[src/rtl/spi_div_pkg.sv]
package spi_div_pkg;
  typedef enum logic [2:0] {
    ST_IDLE,
    ST_CAND,
    ST_SCL,
    ST_RDIV,
    ST_RATE,
    ST_FIN
  } srch_st_e;
endpackage

[src/rtl/div_unit.sv]
// Restoring divider, one quotient bit per cycle; den_i must be nonzero.
module div_unit #(
  parameter int W = 32,
  localparam int CW = $clog2(W + 1)
) (
  input  logic         clk_i,
  input  logic         rst_ni,
  input  logic         go_i,
  input  logic [W-1:0] num_i,
  input  logic [W-1:0] den_i,
  output logic         done_o,
  output logic [W-1:0] quo_o,
  output logic [W-1:0] rem_o
);
  logic [W-1:0]  rem_q, quo_q, den_q, num_q;
  logic [CW-1:0] cnt_q;
  logic          done_q;
  logic [W:0]    shf, dif;

  assign shf = {rem_q, quo_q[W-1]};
  assign dif = shf - {1'b0, den_q};

  always_ff @(posedge clk_i or negedge rst_ni) begin
    if (!rst_ni) begin
      rem_q  <= '0;
      quo_q  <= '0;
      den_q  <= '0;
      num_q  <= '0;
      cnt_q  <= '0;
      done_q <= 1'b0;
    end else begin
      done_q <= 1'b0;
      if (go_i) begin
        rem_q <= '0;
        quo_q <= num_i;
        num_q <= num_i;
        den_q <= den_i;
        cnt_q <= CW'(W);
      end else if (cnt_q != '0) begin
        if (!dif[W]) begin
          rem_q <= dif[W-1:0];
          quo_q <= {quo_q[W-2:0], 1'b1};
        end else begin
          rem_q <= shf[W-1:0];
          quo_q <= {quo_q[W-2:0], 1'b0};
        end
        cnt_q <= cnt_q - 1'b1;
        if (cnt_q == CW'(1)) done_q <= 1'b1;
      end
    end
  end

  assign done_o = done_q;
  assign quo_o  = quo_q;
  assign rem_o  = rem_q;


  div_exact_chk: assert property (@(posedge clk_i) disable iff (!rst_ni)
    done_o |-> ((2*W)'(quo_q) * (2*W)'(den_q) + (2*W)'(rem_q) == (2*W)'(num_q)) && (rem_q < den_q));
endmodule

[src/rtl/prs_pack.sv]
module prs_pack #(
  parameter int P_W  = 3,
  parameter int SC_W = 4,
  localparam int FW  = P_W + SC_W + 1
) (
  input  logic [P_W-1:0]  pre_i,
  input  logic [SC_W-1:0] sc_i,
  output logic [FW-1:0]   field_o
);
  generate
    if (P_W == 3 && SC_W == 4) begin : g_split
      // low index bit sits below the gap, upper pair at the top
      assign field_o = {pre_i[2:1], 1'b0, pre_i[0], sc_i};
    end else begin : g_flat
      assign field_o = {pre_i, 1'b0, sc_i};
    end
  endgenerate
endmodule

[src/rtl/spi_div_search.sv]
module spi_div_search
  import spi_div_pkg::*;
#(
  parameter int W      = 32,
  parameter int NPRE   = 8,
  parameter int SC_MAX = 15,
  localparam int P_W   = $clog2(NPRE),
  localparam int SC_W  = $clog2(SC_MAX + 1),
  localparam int FW    = P_W + SC_W + 1
) (
  input  logic            clk_i,
  input  logic            rst_ni,
  input  logic            start_i,
  input  logic [W-1:0]    fclk_i,
  input  logic [W-1:0]    req_i,
  output logic            busy_o,
  output logic            done_o,
  output logic            fail_o,
  output logic [FW-1:0]   field_o,
  output logic [SC_W-1:0] scaler_o,
  output logic [P_W-1:0]  pre_o,
  output logic [W-1:0]    rate_o,
  output logic [W-1:0]    err_o
);
  srch_st_e        st_q;
  logic [P_W-1:0]  p_q, best_p_q;
  logic [SC_W-1:0] cand_sc_q, best_sc_q;
  logic [W-1:0]    fclk_q, req_q, best_err_q, best_rate_q;
  logic            done_q, fail_q;

  logic            dv_go, dv_done;
  logic [W-1:0]    dv_num, dv_den, dv_q, dv_r;
  logic [W:0]      ceil_sc;
  logic            skip;
  logic [W-1:0]    err_c;
  logic            last_p;

  always_comb begin
    dv_go  = 1'b0;
    dv_num = fclk_q >> p_q;
    dv_den = req_q;
    if (st_q == ST_CAND) begin
      dv_go = 1'b1;
    end else if (st_q == ST_RDIV) begin
      dv_go  = 1'b1;
      dv_num = fclk_q;
      dv_den = W'(cand_sc_q) << p_q;
    end
  end

  div_unit #(.W(W)) u_div (
    .clk_i  (clk_i),
    .rst_ni (rst_ni),
    .go_i   (dv_go),
    .num_i  (dv_num),
    .den_i  (dv_den),
    .done_o (dv_done),
    .quo_o  (dv_q),
    .rem_o  (dv_r)
  );

  assign ceil_sc = {1'b0, dv_q} + (W+1)'(dv_r != '0);
  assign skip    = (ceil_sc == '0) || (ceil_sc > (W+1)'(SC_MAX));
  assign err_c   = req_q - dv_q;
  assign last_p  = (p_q == P_W'(NPRE - 1));

  always_ff @(posedge clk_i or negedge rst_ni) begin
    if (!rst_ni) begin
      st_q        <= ST_IDLE;
      p_q         <= '0;
      cand_sc_q   <= '0;
      best_p_q    <= '0;
      best_sc_q   <= '0;
      best_err_q  <= '0;
      best_rate_q <= '0;
      fclk_q      <= '0;
      req_q       <= '0;
      done_q      <= 1'b0;
      fail_q      <= 1'b0;
    end else begin
      done_q <= 1'b0;
      unique case (st_q)
        ST_IDLE: if (start_i) begin
          fclk_q      <= fclk_i;
          req_q       <= req_i;
          p_q         <= '0;
          best_p_q    <= '0;
          best_sc_q   <= '0;
          best_rate_q <= '0;
          best_err_q  <= req_i;
          fail_q      <= 1'b0;
          st_q        <= (req_i == '0) ? ST_FIN : ST_CAND;
        end
        ST_CAND: st_q <= ST_SCL;
        ST_SCL: if (dv_done) begin
          if (skip) begin
            if (last_p) st_q <= ST_FIN;
            else begin
              p_q  <= p_q + 1'b1;
              st_q <= ST_CAND;
            end
          end else begin
            cand_sc_q <= ceil_sc[SC_W-1:0];
            st_q      <= ST_RDIV;
          end
        end
        ST_RDIV: st_q <= ST_RATE;
        ST_RATE: if (dv_done) begin
          if (err_c < best_err_q) begin
            best_err_q  <= err_c;
            best_rate_q <= dv_q;
            best_sc_q   <= cand_sc_q;
            best_p_q    <= p_q;
          end
          if (last_p) st_q <= ST_FIN;
          else begin
            p_q  <= p_q + 1'b1;
            st_q <= ST_CAND;
          end
        end
        ST_FIN: begin
          done_q <= 1'b1;
          fail_q <= (best_sc_q == '0) && (best_p_q == '0);
          st_q   <= ST_IDLE;
        end
        default: st_q <= ST_IDLE;
      endcase
    end
  end

  prs_pack #(.P_W(P_W), .SC_W(SC_W)) u_pack (
    .pre_i   (best_p_q),
    .sc_i    (best_sc_q),
    .field_o (field_o)
  );

  assign busy_o   = (st_q != ST_IDLE);
  assign done_o   = done_q;
  assign fail_o   = fail_q;
  assign scaler_o = best_sc_q;
  assign pre_o    = best_p_q;
  assign rate_o   = best_rate_q;
  assign err_o    = best_err_q;


  done_pulse_chk: assert property (@(posedge clk_i) disable iff (!rst_ni)
    done_o |=> !done_o);

  done_idle_chk: assert property (@(posedge clk_i) disable iff (!rst_ni)
    done_o |-> !busy_o);

  busy_ignore_chk: assert property (@(posedge clk_i) disable iff (!rst_ni)
    (busy_o && start_i) |=> ($stable(req_q) && $stable(fclk_q)));

  rate_cap_chk: assert property (@(posedge clk_i) disable iff (!rst_ni)
    (done_o && !fail_o) |-> (rate_o <= req_q));

  scaler_range_chk: assert property (@(posedge clk_i) disable iff (!rst_ni)
    (done_o && !fail_o) |-> (scaler_o != '0) && (32'(scaler_o) <= 32'(SC_MAX)));

  fail_zero_chk: assert property (@(posedge clk_i) disable iff (!rst_ni)
    (done_o && fail_o) |-> (rate_o == '0) && (err_o == req_q) && (field_o == '0));

  hold_chk: assert property (@(posedge clk_i) disable iff (!rst_ni)
    (!busy_o && !start_i) |=> ($stable(field_o) && $stable(rate_o) && $stable(err_o)));
endmodule

[config.mk]
export PLATFORM = sky130hd
export DESIGN_NAME = spi_div_search
export DESIGN_NICKNAME = d
export VERILOG_FILES = /design/src/rtl/spi_div_pkg.sv /design/src/rtl/div_unit.sv /design/src/rtl/prs_pack.sv /design/src/rtl/spi_div_search.sv
export SDC_FILE = /design/constraint.sdc
export NUM_CORES = 1
export LEC_CHECK = 0
export ABC_AREA = 1
export BUFFER_PORTS_ARGS = -buffer_cell sky130_fd_sc_hd__buf_4
export CORE_MARGIN = 3
export CORE_UTILIZATION = 40
export DETAILED_ROUTE_END_ITERATION = 8
export SETUP_SLACK_MARGIN = 0.2
export SYNTH_ARGS = -nofsm -noshare
export SYNTH_HDL_FRONTEND = slang
export SYNTH_SLANG_ARGS = --single-unit
export TNS_END_PERCENT = 100
[constraint.sdc]
create_clock -name clk_i -period 4.2 [get_ports clk_i]
set_input_delay 0 -clock clk_i [delete_from_list [all_inputs] [get_ports clk_i]]
set_output_delay 0 -clock clk_i [all_outputs]
set_load 0.02 [all_outputs]
==> results of run 1 <==
[per-layer routing]
| metal | share of wire | global-route usage |
|---|---|---|
| met1 | 0.46 | 0.396 |
| met2 | 0.44 | 0.432 |
| met3 | 0.059 | 0.0307 |
| met4 | 0.038 | 0.0844 |
| met5 | 0 | 0 |
[path summary, 6_finish.rpt]
kind | startpoint | end | slack [ns] | depth (start not counted)
hold / removal | rst_ni | u_div.rem_o[15] | -0.006 | 2
max in group asynchronous | rst_ni | scaler_o[1] | 2.97 | 3
setup / recovery | u_div.quo_o[18] | rate_o[7] | 0.32 | 21
setup reg to reg | u_div.quo_o[18] | rate_o[7] | 0.32 | 21
min in group clk_i | fclk_i[29] | fclk_q[29] | 0.20 | 3
hold reg to reg | rate_o[15] | rate_o[15] | 0.49 | 2
[kinds of logic after synthesis]
logic type / count (synthesis)
other: 1
AO/OA/AOI/OAI: 470
AND/OR/NAND/NOR: 1331
buffers and inverters: 383
adder cells (fa/ha/maj): 103
multiplexers: 14
flip-flops: 250
XOR/XNOR: 60
[worst reg2reg max path, stage by stage, from the launching register on]
cell and delay (ns):
dfrtp_1 0.38, inv_2 0.17, ha_1 0.31, nand2_1 0.14
inv_1 0.09, a21oi_4 0.20, nand2_1 0.09, a21boi_1 0.12
nand2_1 0.10, or2_2 0.30, and2_1 0.14, ha_1 0.28
a21oi_1 0.16, o21a_1 0.13, o221ai_1 0.12, a21oi_2 0.14
nand2_2 0.12, nand2_8 0.16, nand2_8 0.14, clkbuf_16 0.32
nand2_1 0.06, o21ai_0 0.07
[per-stage QoR]
step | cell area, um2 | setup WS [ns] | std cells | hold slack [ns] | utilization
2_1_floorplan | 18000 | 0.556 | 2612 | -0.296 | -
3_3_place_gp | 20100 | 0.0869 | 3328 | 0.0868 | 0.453
3_5_place_dp | 20100 | 0.0627 | 3328 | 0.0861 | 0.453
4_1_cts | 21900 | 0.195 | 3453 | 0.0773 | 0.493
5_1_grt | 22700 | 0.140 | 3480 | 0.0802 | 0.512
6_report | 22700 | 0.323 | 3480 | -0.00649 | 0.512
[layout make-up]
cell class,count,area share
Multi-Input combinational cell,1981,0.473
Sequential cell,250,0.276
Timing Repair Buffer,319,0.125
Inverter,283,0.0472
Clock buffer,43,0.0388
Tap cell,592,0.0326
Clock inverter,12,0.00783
[sequential cells by signal, indices dropped and copies added (netlist names)]
name          cells
fclk_q           32
pre_o             3
cand_sc_q         4
err_o            32
scaler_o          4
u_div.rem_o      32
rate_o           32
fail_o            1
u_div.cnt_q       6
u_div.quo_o      32
p_q               3
st_q              3
u_div.done_o      1
req_q            32
u_div.den_q      32
done_o            1
[cells in the mapped netlist, types with 3 or more instances]
cell,n,area share
a211oi_1,3,0.0013
a21boi_0,3,0.0013
a21o_1,12,0.0050
a21oi_1,132,0.037
a22oi_1,8,0.0033
a31oi_1,9,0.0031
and2_1,10,0.0035
buf_1,7,0.0015
buf_2,20,0.0056
buf_4,10,0.0042
clkbuf_1,62,0.013
clkinv_1,5,0.0010
dfrtp_1,250,0.35
ha_1,101,0.070
inv_1,274,0.057
inv_2,4,0.00083
mux2_2,10,0.0063
mux2i_1,4,0.0022
nand2_1,867,0.18
nand2_2,8,0.0028
nand2_4,3,0.0019
nand3_1,134,0.037
nand3b_1,8,0.0033
nand4_1,25,0.0087
nor2_1,199,0.042
nor2_2,14,0.0049
nor2_4,8,0.0050
nor3_1,27,0.0075
nor4_1,21,0.0073
o211ai_1,31,0.013
o21ai_0,211,0.059
o21ai_1,6,0.0017
o21bai_1,3,0.0013
o221ai_1,30,0.015
o22ai_1,6,0.0021
o31ai_1,3,0.0013
xnor2_1,23,0.011
xor2_1,37,0.018
[what timing repair did]
action	in CTS	in global routing
endpoints found under the setup margin	69	75
buffers inserted	1	11
pin swaps	0	11
gates resized for setup	6	118
hold endpoints to repair	197	0
hold buffers	69	0
gates cloned	0	16
==> results by group, run 1 <==
Status
  – Status: finished, violations left
  – Violated checks: negative hold slack

Finish
  – Layout Nets: around 3.0k
  – Multi-input combinational cell area: about 11,000 um2
  – Area Overhead vs Synth: 26.2%
  – Antenna cell count: 0
  – Most common cell after layout, fill and taps aside: nand2_1
  – Filler cells: 4,430
  – Register area: about 6300 um2
  – Most frequent cells in the layout: nand2_1, inv_1, dfrtp_1, buf_4, o21ai_0
  – Layout cell share with drive strength beyond 1: 0.159

Floorplan
  – DIE HEIGHT: around 220 um
  – I/O Pins: about 150
  – Die ar.: about 48,000 um2
  – Initial Utilization: 0.406
  – Rows: between 70 and 80
  – Die width: 218 um
  – Core Box Area: 44,300 um2

Setup path
  – CP endpoint kind: register
  – Critical path buffers and inverters: 3
  – Critical Path RT: 4.65 ns
  – WS Path Type: register to register
  – Largest stage delay on the critical path: between 0.3 and 0.4 ns
  – Worst-path maximum fanout: 10
  – Arrival time worst endpoint: between 4 and 5 ns
  – Crit-path cells: inv_2, ha_1, nand2_1, inv_1, a21oi_4, nand2_1, a21boi_1, nand2_1, or2_2, and2_1, ha_1, a21oi_1, o21a_1, o221ai_1, a21oi_2, nand2_2, nand2_8, nand2_8, clkbuf_16, nand2_1, o21ai_0
  – Crit start category: register
  – Most frequent CP cell: nand2_1
  – Crit-path leading delay family: simple AND/OR/NAND/NOR gates
  – Slowest stage cell on the critical path: dfrtp_1

Synthesis
  – Mapped Nets: 2,782
  – Gate Count Post-Synth: approximately 2.6k
  – Yosys warning count: 0
  – Post-synthesis xor/xnor area fraction: 0.0292
  – Largest family of logic cells by synthesized area: simple AND/OR/NAND/NOR gates
  – Unique masters post-synth: 57
  – EDFF count, synth: 0
  – Post-Synth Adder-Cell Area: 0.0725
  – Compound-Gate Fraction of Synth Area: 0.150
  – Mapped Avg Cell Area: roughly 6.9 um2
  – Multiplexer share of the synthesized area: 0.00849
  – Ys async rst share: 1.00
  – Synth Register Bits: 250
  – Mapped Area: approximately 18,000 um2
  – Main synth FF type: dfrtp_1
  – Simple-Gate Fraction of Synth Area: 0.308
  – Seq/Total Area, Yosys: 0.348

STA
  – Max Transition Viols Final: 0
  – Worst Tran Pin Value: around 1.4 ns
  – Tcrit/Tclk final: 0.923
  – Period minus WS final: between 3 and 4 ns
  – Worst hold margin: -0.00649 ns
  – Fmax: between 200 and 300 MHz
  – Worst Skew: 0.0146 ns
  – Relative slew slack: 0.0475
  – Fin Setup TNS: 0 ns
  – Final Hold Viols: 2
  – RSZ-0062 raised after global routing: true
  – Final setup viols: 0

Clock tree
  – Reg clk slew, reported paths: 0.06 ns
  – Maximum clock insertion buffer count: 3
  – CTS Root Cell: clkbuf_16
  – Skew-Pair Late Insertion Delay: 0.58 ns
  – Clk sinks: between 200 and 300
  – CTS Buf Count: 30
  – TritonCTS clock tree: built
  – H-tree depth: 1

Worst hold path
  – Hold/Removal Path Class: input port to asynchronous set/reset pin

GRT
  – Vias in the first global route: approximately 17k
  – Global-route wire length before repair: 102,000 um
  – Pin count of the biggest net entering global routing: between 100 and 150
  – Initial antenna violation count: 0
  – Total GRT Usage: 0.274
  – Remaining Overflow, GRT: 0

Drt
  – Initial DRC count: around 1.6k
  – First-pass iteration count of the detailed router: 5
  – Post-route ant nets: 0
  – Routed WL per cell: approximately 20 um
  – Vias: ~19k
  – Number of vias per cell: around 5.4
  – DRC errors left: 0
  – Final WL: 69,000 um

Placement
  – HPWL after DPL: a little over 50,000 um
  – GPL Wtd Cong: 0.958
  – PortBufs: ~150

Run
  – Maxcap violations: 0
Power of run 1 is not shown: default switching activity piles up to over one toggle a cycle in this logic, so the estimate is an artifact.
==> inputs of run 2 (changes only) <==
ABC_AREA = 0   (was 1)
==> run 2 against run 1 <==
Against the previous run: the flow finishes with violations (negative setup slack); die area shrank 7.2%; sequential cell count unchanged; largest cell class unchanged; synthesized cell count is 29% lower; synthesized area fell by 7.4%; clock-buffer cell count decreased by 5; non-clock buffer count up 149; final area rose by 0.30%; utilization rose by 4.3 points; worst hold slack better by 0.074 ns; clock skew rose by 0.014 ns; sequential share of layout area down 0.11 points.
==> results by group, run 2 <==
Status
  – Status: finished, violations left
  – Violated checks: negative setup slack

Synthesis
  – EDFF count, synth: 0
  – Seq/Total Area, Yosys: 0.376
  – Synth Register Bits: 250
  – Mapped Nets: slightly above 2k
  – Most frequent cell after synthesis: dfrtp_1
  – Synth area leader: dfrtp_1
  – Mapped Avg Cell Area: between 8 and 9 um2
  – Ys async rst share: 1.00
  – Unique masters post-synth: 80
  – Post-synth top area share: 0.376
  – Gate Count Post-Synth: around 1.9k
  – Post-synth top cells: dfrtp_1, nand2_1, o21ai_0
  – Main synth FF type: dfrtp_1
  – Mapped Area: around 17,000 um2
  – Yosys warning count: 0
  – Area contributors post-synth: dfrtp_1, ha_1, mux2i_1, nand2_1, mux2_2

Drt
  – First-pass iteration count of the detailed router: 6
  – Number of vias per cell: 5.64
  – DRC errors left: 0
  – Post-route ant nets: 0
  – Final WL: between 50,000 and 60,000 um
  – Routed WL per cell: 20.2 um
  – Vias: between 15k and 20k
  – Initial DRC count: 1,204

STA
  – Worst Tran Pin Value: roughly 1.4 ns
  – Tcrit/Tclk final: 1.07
  – Period minus WS final: between 4 and 5 ns
  – Max Transition Viols Final: 0
  – Fmax: approximately 220 MHz
  – Worst Skew: between 0.02 and 0.03 ns
  – Final Hold Viols: 0
  – Relative slew slack: 0.0520
  – Final setup viols: a little over 70
  – RSZ-0062 raised after global routing: true
  – Final worst setup slack: -0.315 ns

GRT
  – Met3 Use GR: 0.0246
  – Global-route wire length before repair: 87,300 um
  – Met1 Use GR: 0.368
  – Met2 Use GR: 0.389
  – Busiest grt layer: met2
  – Remaining Overflow, GRT: 0
  – Pin count of the biggest net entering global routing: about 120
  – Vias in the first global route: 15.2k
  – Total GRT Usage: 0.247
  – Initial antenna violation count: 1

Finish
  – Antenna cell count: 0
  – Filler cells: about 3.6k
  – Area Overhead vs Synth: 36.7%
  – Most common cell after layout, fill and taps aside: buf_4
  – Layout Nets: 2,419
  – Layout cell share with drive strength beyond 1: 0.300
  – Most frequent cells in the layout: buf_4, dfrtp_1, nand2_1, o21ai_0

Setup path
  – Worst r2r src: u_div.quo_o[6]
  – Worst R2R Path Depth: 26
  – CP endpoint kind: register
  – Crit start category: register
  – R2R Path End: err_o[1]
  – R2R setup slack: -0.31 ns
  – Arrival time worst endpoint: approximately 5.0 ns
  – WS Path Type: register to register
  – Setup crit start: u_div.quo_o[6]
  – Worst-path maximum fanout: 7
  – Critical Path RT: ~4.7 ns

Clock tree
  – Maximum clock insertion buffer count: 3
  – TritonCTS clock tree: built
  – CTS Buf Count: 31
  – Reg clk slew, reported paths: 0.06 ns
  – CTS Root Cell: clkbuf_16
  – H-tree depth: 1
  – Skew-Pair Late Insertion Delay: just under 0.6 ns
  – Clk sinks: 250

Placement
  – Dpl ws: -0.549 ns
  – GPL Wtd Cong: ~0.96
  – PortBufs: ~150
  – HPWL after DPL: around 41,000 um

Floorplan
  – DIE HEIGHT: about 210 um
  – Core Box Area: between 40,000 and 50,000 um2
  – I/O Pins: 149
  – Rows: 74
  – Die width: 210 um
  – Initial Utilization: 0.406
  – Die ar.: ~44,000 um2

Run
  – Maxcap violations: 0

Worst hold path
  – Hold/Removal Path Class: input port to asynchronous set/reset pin
-- run 2: changes by cell type after synthesis, moves of 31 or more --
cell | before | now
a211oi_1 | 3 | 44
a21oi_1 | 132 | 101
a31oi_1 | 9 | 70
inv_1 | 274 | 114
mux2_2 | 10 | 64
mux2i_1 | 4 | 103
nand2_1 | 867 | 236
nand3_1 | 134 | 48
nor2_1 | 199 | 89
o21ai_0 | 211 | 138
o31ai_1 | 3 | 34
-- run 2: how the worst max path moves through the flow --
stage	slack, ns	cells past startpoint	end
global placement	-0.48	19	err_o[23]
global route	-0.52	27	err_o[1]
floorplan	0.13	19	pre_o[0]
finish	-0.31	26	err_o[1]
CTS	-0.18	25	rate_o[1]
detailed placement	-0.55	22	rate_o[6]
-- run 2: cells by family (layout without fill, tap and decap cells) --
family / after synthesis / in the layout / share of synthesized area
AOI/OAI and AO/OA: 517 / 518 / 0.197
xor gates and xnor gates: 68 / 68 / 0.0367
adders and majority gates: 103 / 103 / 0.0783
buffers and inverters: 233 / 643 / 0.0551
DFF: 250 / 250 / 0.376
muxes: 174 / 174 / 0.113
other: 1 / 1 / 0.000225
and+or+nand+nor: 516 / 516 / 0.144
-- run 2: cell type report --
| type | instances | area (um2) | area share |
|---|---|---|---|
| repair buffers | 468 | 3990 | 0.175 |
| multi-input cells | 1380 | 10300 | 0.451 |
| clock buffers | 38 | 852 | 0.0374 |
| clock inverters | 19 | 289 | 0.0127 |
| inverters | 118 | 445 | 0.0196 |
| flip-flops and latches | 250 | 6260 | 0.275 |
| well taps | 532 | 666 | 0.0292 |
-- run 2: per-stage QoR --
stage	hold slack [ns]	cell area, um2	utilization	instances	TNS (ns)
final	0.0678	22800	0.555	2805	-15.23
after global routing	0.174	22800	0.555	2805	-28.52
after CTS	0.134	22100	0.540	2782	-9.31
after detailed placement	0.166	19700	0.481	2631	-32.41
after global placement	0.146	19700	0.481	2631	-28.99
after floorplan	-0.296	16900	-	1862	0
-- run 2: worst max-delay path, stage by stage (launching register included) --
cell,delay [ns]
dfrtp_1,0.40
inv_2,0.13
ha_4,0.17
inv_1,0.08
a2111oi_4,0.40
or3_4,0.20
o211ai_1,0.08
buf_4,0.16
a31oi_4,0.15
nand3_2,0.11
o21bai_1,0.18
xor2_1,0.25
ha_1,0.29
a21o_1,0.19
a21o_1,0.18
a21oi_2,0.11
o21ai_1,0.08
nand3_1,0.10
a21oi_2,0.06
nor3_2,0.23
buf_4,0.18
o21ai_4,0.07
buf_12,0.15
buf_12,0.14
clkbuf_16,0.15
nand2_1,0.08
o21ai_1,0.07
-- run 2: repair_timing --
action	in CTS	in global routing
cloned	6	6
hold buffers	66	0
setup buffers	22	17
setup endpoints to repair	80	96
endpoints found under the hold margin	207	0
resized for setup	92	83
pin swaps	29	36
-- run 2: metal layers --
metal,routed length (um),vias to the layer above
li1,-,7505
met1,26900,7756
met2,25500,461
met3,2880,89
met4,1340,2
met5,14,-
Power of run 2 is left out for the same reason.
==> inputs of run 3 (changes only) <==
RECOVER_POWER = 50   (was unset)
==> run 3 against run 2 <==
Against the previous run: the run ends with max-capacitance violations, max-slew violations, negative setup slack left; sequential share of layout area rose by 0.40 points; register-to-register slack barely moved; first-iteration DRC count fell by 3.2%; clock-buffer cell count did not move; final area fell by 1.4%; utilization fell by 0.79 points; setup slack got worse by 0.0075 ns; sequential cell count did not move; wire length rose by 0.24%; critical path type unchanged.
==> results by group, run 3 (synthesis results as in run 2) <==
Drt
  – Initial DRC count: 1,166
  – DRC errors left: 0
  – Final WL: 56,800 um
  – First-pass iteration count of the detailed router: 5
  – Routed WL per cell: approximately 20 um
  – Number of vias per cell: around 5.6
  – Vias: 15.8k
  – Post-route ant nets: 0

Finish
  – Most frequent cells in the layout: buf_4, dfrtp_1, nand2_1, o21ai_0
  – Layout Nets: 2,419
  – Final non-filler cell total: between 2k and 3k
  – Register area: ~6300 um2
  – Multi-input combinational cell area: slightly above 10,000 um2
  – Area Overhead vs Synth: 34.8%
  – Most common cell after layout, fill and taps aside: buf_4
  – Antenna cell count: 0
  – Filler cells: between 3k and 4k
  – Layout cell share with drive strength beyond 1: 0.264

Clock tree
  – TritonCTS clock tree: built
  – Clk sinks: 250
  – CTS Root Cell: clkbuf_16
  – H-tree depth: 1
  – Maximum clock insertion buffer count: 3
  – CTS Buf Count: 31
  – Reg clk slew, reported paths: 0.06 ns
  – Skew-Pair Late Insertion Delay: 0.59 ns

Status
  – Status: finished, violations left
  – Violated checks: max-capacitance violations, max-slew violations, negative setup slack

Floorplan
  – Die ar.: approximately 44,000 um2
  – DIE HEIGHT: 210 um
  – Die width: 210 um
  – Rows: 74
  – Core Box Area: 41,000 um2
  – Initial Utilization: 0.406
  – I/O Pins: ~150

Placement
  – Dpl ws: -0.549 ns
  – PortBufs: ~150
  – Dpl cells: 2,631
  – GPL Wtd Cong: between 0.9 and 1
  – HPWL after DPL: around 40,000 um

STA
  – Worst Tran Pin Value: 3.11 ns
  – Fmax: approximately 220 MHz
  – Period minus WS final: between 4 and 5 ns
  – Tcrit/Tclk final: 1.08
  – Max Transition Viols Final: roughly 120
  – Relative slew slack: -1.08
  – Final Hold Viols: 0
  – Final worst setup slack: -0.322 ns
  – RSZ-0062 raised after global routing: true
  – Worst Skew: 0.0275 ns
  – Final setup viols: 71

Setup path
  – Worst R2R Path Depth: 26
  – Worst-path maximum fanout: 7
  – R2R Path End: err_o[1]
  – CP endpoint kind: register
  – Arrival time worst endpoint: 4.97 ns
  – Critical Path RT: 4.65 ns
  – WS Path Type: register to register
  – Worst r2r src: req_q[8]
  – Crit start category: register
  – R2R setup slack: -0.32 ns

Worst hold path
  – Worst Hold Path EP: fclk_q[30]
  – Hold wc startpoint: fclk_i[30]
  – Hold/Removal Path Class: input port to register
  – Worst hold path depth: 3

Run
  – Maxcap violations: 1

GRT
  – Initial antenna violation count: 1
  – Vias in the first global route: around 15k
  – Pin count of the biggest net entering global routing: between 100 and 150
  – Total GRT Usage: 0.247
  – Global-route wire length before repair: 87,300 um
  – Remaining Overflow, GRT: 0
[run 3: changes by cell type in the layout (fill, tap and decap cells not counted)]
| cell | before | now |
|---|---|---|
| buf_8 | 2 | 1 |
| clkbuf_2 | 0 | 3 |
| buf_4 | 372 | 288 |
| clkbuf_1 | 2 | 84 |
[run 3: metrics by stage]
step                      setup TNS (ns)  utilization  cell area (um2)  hold slack (ns)
after floorplan                        0            -            16900           -0.296
after global placement            -28.99        0.481            19700            0.146
after detailed placement          -32.41        0.481            19700            0.166
after CTS                          -9.31        0.540            22100            0.134
after global routing              -28.52        0.547            22400            0.179
final                             -15.52        0.547            22400            0.182
[run 3: area by class of cell]
cell class              instances  area share
well taps                     532      0.0297
clock inverters                19      0.0129
repair buffers                468       0.163
flip-flops and latches        250       0.279
multi-input cells            1380       0.457
inverters                     118      0.0198
clock buffers                  38      0.0380
[run 3: metal layers]
layer  vias to the layer above  GRT usage  share of wire
met2                       492      0.389           0.45
li1                       7498          -              -
met5                         -          0        0.00025
met4                         2     0.0574          0.023
met3                        82     0.0246          0.053
met1                      7746      0.368           0.47
[run 3: worst max-delay path by stage]
stage	startpoint	end
floorplan	req_q[0]	pre_o[0]
global placement	req_q[0]	err_o[23]
detailed placement	u_div.quo_o[4]	rate_o[6]
CTS	req_q[8]	rate_o[1]
global route	u_div.quo_o[8]	err_o[1]
finish	req_q[8]	err_o[1]
[run 3: what timing repair did]
action / in CTS / in global routing
setup buffers: 22 / 17
endpoints found under the setup margin: 80 / 96
pin swaps: 29 / 36
endpoints found under the hold margin: 207 / 0
cloned: 6 / 6
hold buffers: 66 / 0
resized for setup: 92 / 83
[run 3: worst max-delay path, stage by stage (launching register included)]
cell and delay [ns]:
dfrtp_1 0.41, ha_4 0.29, buf_6 0.11, inv_4 0.03
a2111oi_4 0.31, or3_4 0.19, o211ai_1 0.08, buf_4 0.16
a31oi_4 0.15, nand3_2 0.11, o21bai_1 0.18, xor2_1 0.26
ha_1 0.29, a21o_1 0.19, a21o_1 0.18, a21oi_2 0.11
o21ai_1 0.08, nand3_1 0.10, a21oi_2 0.06, nor3_2 0.23
buf_4 0.18, o21ai_4 0.07, buf_12 0.15, buf_12 0.14
clkbuf_16 0.15, nand2_1 0.08, o21ai_1 0.07
Power of run 3 is left out for the same reason.
